==> src/rtl/rtc_status_reg.sv <==
module rtc_status_reg #(
  parameter int ADDR_W = 4,
  parameter logic [ADDR_W-1:0] STATUS_ADDR = 4'hF
) (
  input  logic              clk,
  input  logic              rst_n,
  input  logic [ADDR_W-1:0] bus_addr,
  input  logic              bus_we,
  input  logic [7:0]        bus_wdata,
  output logic [7:0]        bus_rdata,
  input  logic              osc_stop_evt,
  input  logic              alarm1_hit,
  input  logic              alarm2_hit,
  input  logic              conv_start,
  input  logic              comp_idle,
  input  logic              osc_run,
  input  logic              alm1_ie,
  input  logic              alm2_ie,
  input  logic              int_mode,
  output logic              clk32_oe,
  output logic              irq_n
);

  logic osf, en32, busy, a2f, a1f;
  logic sel, wr_hit, irq_want;

  assign sel    = (bus_addr == STATUS_ADDR);
  assign wr_hit = bus_we & sel;

  always_ff @(posedge clk or negedge rst_n) begin
    if (!rst_n) begin
      osf  <= 1'b1;
      en32 <= 1'b1;
      busy <= 1'b0;
      a2f  <= 1'b0;
      a1f  <= 1'b0;
    end else begin
      osf  <= osc_stop_evt | (osf & ~(wr_hit & ~bus_wdata[7]));
      a2f  <= alarm2_hit   | (a2f & ~(wr_hit & ~bus_wdata[1]));
      a1f  <= alarm1_hit   | (a1f & ~(wr_hit & ~bus_wdata[0]));
      if (wr_hit) en32 <= bus_wdata[3];
      if (conv_start)     busy <= 1'b1;
      else if (comp_idle) busy <= 1'b0;
    end
  end

  assign irq_want = int_mode & ((a1f & alm1_ie) | (a2f & alm2_ie));

  always_ff @(posedge clk or negedge rst_n) begin
    if (!rst_n) irq_n <= 1'b1;
    else        irq_n <= ~irq_want;
  end

  assign clk32_oe  = en32 & osc_run;
  assign bus_rdata = sel ? {osf, 3'b000, en32, busy, a2f, a1f} : 8'h00;


  a1_set_chk: assert property (@(posedge clk) disable iff (!rst_n)
    alarm1_hit |=> a1f);

  a1_no_spont_set_chk: assert property (@(posedge clk) disable iff (!rst_n)
    (!a1f && !alarm1_hit) |=> !a1f);

  osf_hold_chk: assert property (@(posedge clk) disable iff (!rst_n)
    (osf && !(bus_we && bus_addr == STATUS_ADDR && !bus_wdata[7])) |=> osf);

  en32_write_chk: assert property (@(posedge clk) disable iff (!rst_n)
    (bus_we && bus_addr == STATUS_ADDR) |=> (en32 == $past(bus_wdata[3])));

  busy_set_chk: assert property (@(posedge clk) disable iff (!rst_n)
    conv_start |=> busy);

  busy_clr_chk: assert property (@(posedge clk) disable iff (!rst_n)
    (comp_idle && !conv_start) |=> !busy);

  irq_mode_off_chk: assert property (@(posedge clk) disable iff (!rst_n)
    !int_mode |=> irq_n);

  irq_cause_chk: assert property (@(posedge clk) disable iff (!rst_n)
    $fell(irq_n) |-> $past(a1f | a2f));

  reserved_zero_chk: assert property (@(posedge clk) disable iff (!rst_n)
    bus_rdata[6:4] == 3'b000);

endmodule

==> config.mk <==
export PLATFORM = sky130hd
export DESIGN_NAME = rtc_status_reg
export DESIGN_NICKNAME = d
export VERILOG_FILES = /design/src/rtl/rtc_status_reg.sv
export SDC_FILE = /design/constraint.sdc
export NUM_CORES = 1
export LEC_CHECK = 0
export ABC_CLOCK_PERIOD_IN_PS = 800
export BUFFER_PORTS_ARGS = -buffer_cell sky130_fd_sc_hd__buf_4
export CAP_MARGIN = 20
export CORE_AREA = 3 3 40 42
export DETAILED_ROUTE_END_ITERATION = 7
export DIE_AREA = 0 0 43 45
export PLACE_DENSITY = 0.64
export SYNTH_ARGS = -nofsm -noshare
export SYNTH_HDL_FRONTEND = slang
export SYNTH_SLANG_ARGS = --single-unit
==> constraint.sdc <==
create_clock -name clk -period 0.8 [get_ports clk]
set_input_delay 0.16 -clock clk [delete_from_list [all_inputs] [get_ports clk]]
set_output_delay 0.16 -clock clk [all_outputs]
set_load 0.01 [all_outputs]
==> flow_summary.toml <==
[outcome]
run_status = "complete, but fails checks"
violations = "negative setup slack"

[floorplanning]
initial_core_util_pct = 24.9
fp-row-count = 13
coreArea_um2 = 1280
die_h_um = 45
die_w_um = 43
num_io_pins = 34
die_area_um2 = 1940

[place]
gp_congestion = 0.674
place_ws_ns = -0.216
io_buffers = 26
dpl.cell_count = 75
dp_hpwl_um = 611

[global_routing]
antenna_found_initial = 0
grt_overflow = 0
grt_max_degree = 7
grt_usage_pct = 8.56
grt_pass1_vias = 298
grt_pass1_wl_um = 1170

[timing]
drv_slew = 0
rsz0062_at_grt = "yes"
hold_ws_ns = 0.0401
period_share_pct = 144
setup_viol = 9
period_needed_ns = 1.15
fmax_mhz = 869
setup_slack_ns = -0.351
hold_viol = 0
fin_worst_skew_ns = 0.00346

[hold_path]
min_from = "int_mode"
hold_class = "input port to flop"

[pwr]
swShare_pct = 21.4
pwr-share-comb_pct = 24.8
leakagePower_nw = 0.316
switching_power_w = 0.000185
p_seq_share_pct = 40.6
worst_ir_drop_vdd_v = 0.00116
p_total_w = 0.000861
p_per_area_nw_per_um2 = 1380
p_int_w = 0.000676
p_clk_share_pct = 34.7

[clock_tree]
insertion_delay_ns = 0.24
numCtsBuffers = 3
htreeDepth = 1
clock_sinks = 6
ctsRootBufferMaster = "clkbuf_4"
cts_tree = "built"
ctsLongestPathBuffers = 2
clk_pin_slew_ns = 0.04

[worst_setup_path]
worstSetupEndpointType = "output pin"
critPathMaxFanout = 3
critical_path_class = "flop to output pin"
r2r_slack_ns = -0.02
cp.required_ns = 0.64
worstPathArrival_ns = 0.99
reg2reg_depth = 2
start_kind = "flop"
endpoint = "clk32_oe"
critical_path.startpoint = "en32"
r2r-start = "en32"
worstReg2RegEnd = "en32"

[drt]
wl_per_cell_um = 9.14
drt-vias-per-instance = 4.11
drtPass1Iterations = 3
antenna_left = 0
drt_iter0_markers = 1
drcViolationCount = 0
wirelength_um = 740
vias = 333

[synthesis]
synth.distinct_cells = 15
synth_cells = 32
synth_warnings = 0
ys_ff_latch = 6
syn_area_per_cell_um2 = 10.0
yosysSeqAreaShare_pct = 48.0
synth.cell_area_um2 = 320

[finish]
layout_commonest_cell = "buf_4"
n_fill_cell = 132
final_cell_mix = "buf_4, buf_6, and2_4, nor2_1"
area_delta_synth_final_pct = 94.9
nNetsFinal = 91
multiInputGateArea_um2 = 156
num_antenna_cells = 0
drive_gt1_share_pct = 68.2
seqCellArea_um2 = 154
instances_no_fill = 81

[flow_run]
max_cap_violations = 0
power by group through the flow:
stage	Combinational [W]	Sequential, W	Clock, W
CTS	0.000217	0.000348	0.000312
global placement	0.000173	0.000352	0
finish	0.000213	0.000349	0.000299
detailed placement	0.000176	0.000353	0
floorplan	0.0000755	0.000352	0
global route	0.000232	0.000351	0.000356
Yosys cell counts:
| cell type | count | area (um2) |
|---|---|---|
| nor2_1 | 6 | 22.5 |
| and2_2 | 5 | 37.5 |
| a21oi_1 | 3 | 15.0 |
| buf_4 | 3 | 22.5 |
| dfrtp_1 | 3 | 75.1 |
| dfstp_2 | 3 | 78.8 |
| a21o_1 | 1 | 7.51 |
| a22o_1 | 1 | 8.76 |
| and2_1 | 1 | 6.26 |
| and2_4 | 1 | 8.76 |
| and4_4 | 1 | 11.3 |
| conb_1 | 1 | 3.75 |
| inv_1 | 1 | 3.75 |
| mux2_4 | 1 | 15.0 |
| nand2_1 | 1 | 3.75 |
area by class of cell:
class                   count  share of cell area, %
repair buffers             31                   42.5
well taps                  15                   3.01
multi-input cells          24                   25.1
flip-flops and latches      6                   24.6
inverters                   1                  0.601
clock buffers               4                   4.21
state kept, by name, summed over array words and instances, names as in the netlist:
name	count
osf	1
irq_n	1
a1f	1
a2f	1
busy	1
en32	1
cell families after synthesis:
| family | synth area share, % |
|---|---|
| buffers and inverters | 8.20 |
| AOI/OAI and AO/OA | 9.77 |
| other | 1.17 |
| and+or+nand+nor | 28.1 |
| DFF | 48.0 |
| muxes | 4.69 |
metrics by stage:
stage	area, um2	util [%]	TNS, ns
after floorplan	330	-	-0.141
after global placement	544	42.4	-1.40
after detailed placement	544	42.4	-1.45
after CTS	621	48.3	-2.03
after global routing	624	48.6	-2.33
final	624	48.6	-1.97
worst max-delay path, cell delays in order, from the launching register on:
cell and delay [ns]:
dfstp_2 0.53, and2_4 0.13, buf_6 0.09
timing repair:
action,in CTS,in global routing
pin swaps,1,0
gates cloned,0,0
hold buffers,1,0
setup endpoints to repair,8,9
hold endpoints to repair,6,0
setup buffers,1,0
resized for setup,12,1
worst min-delay path by stage:
stage	end	slack [ns]	depth (start not counted)
6_report	irq_n	0.04	2
5_1_grt	irq_n	0.02	2
4_1_cts	irq_n	0.04	2
3_5_place_dp	busy	-0.03	1
3_3_place_gp	busy	-0.03	1
2_1_floorplan	a1f	-0.14	0
routing by layer:
layer	global-route usage (%)	vias to the layer above	part of all wire [%]
li1	-	167	-
met1	9.38	141	33
met2	12.3	25	48
met3	7.97	0	19
met4	1.81	0	0
met5	0	-	0
No activity file was read; power rests on OpenSTA's default activity.
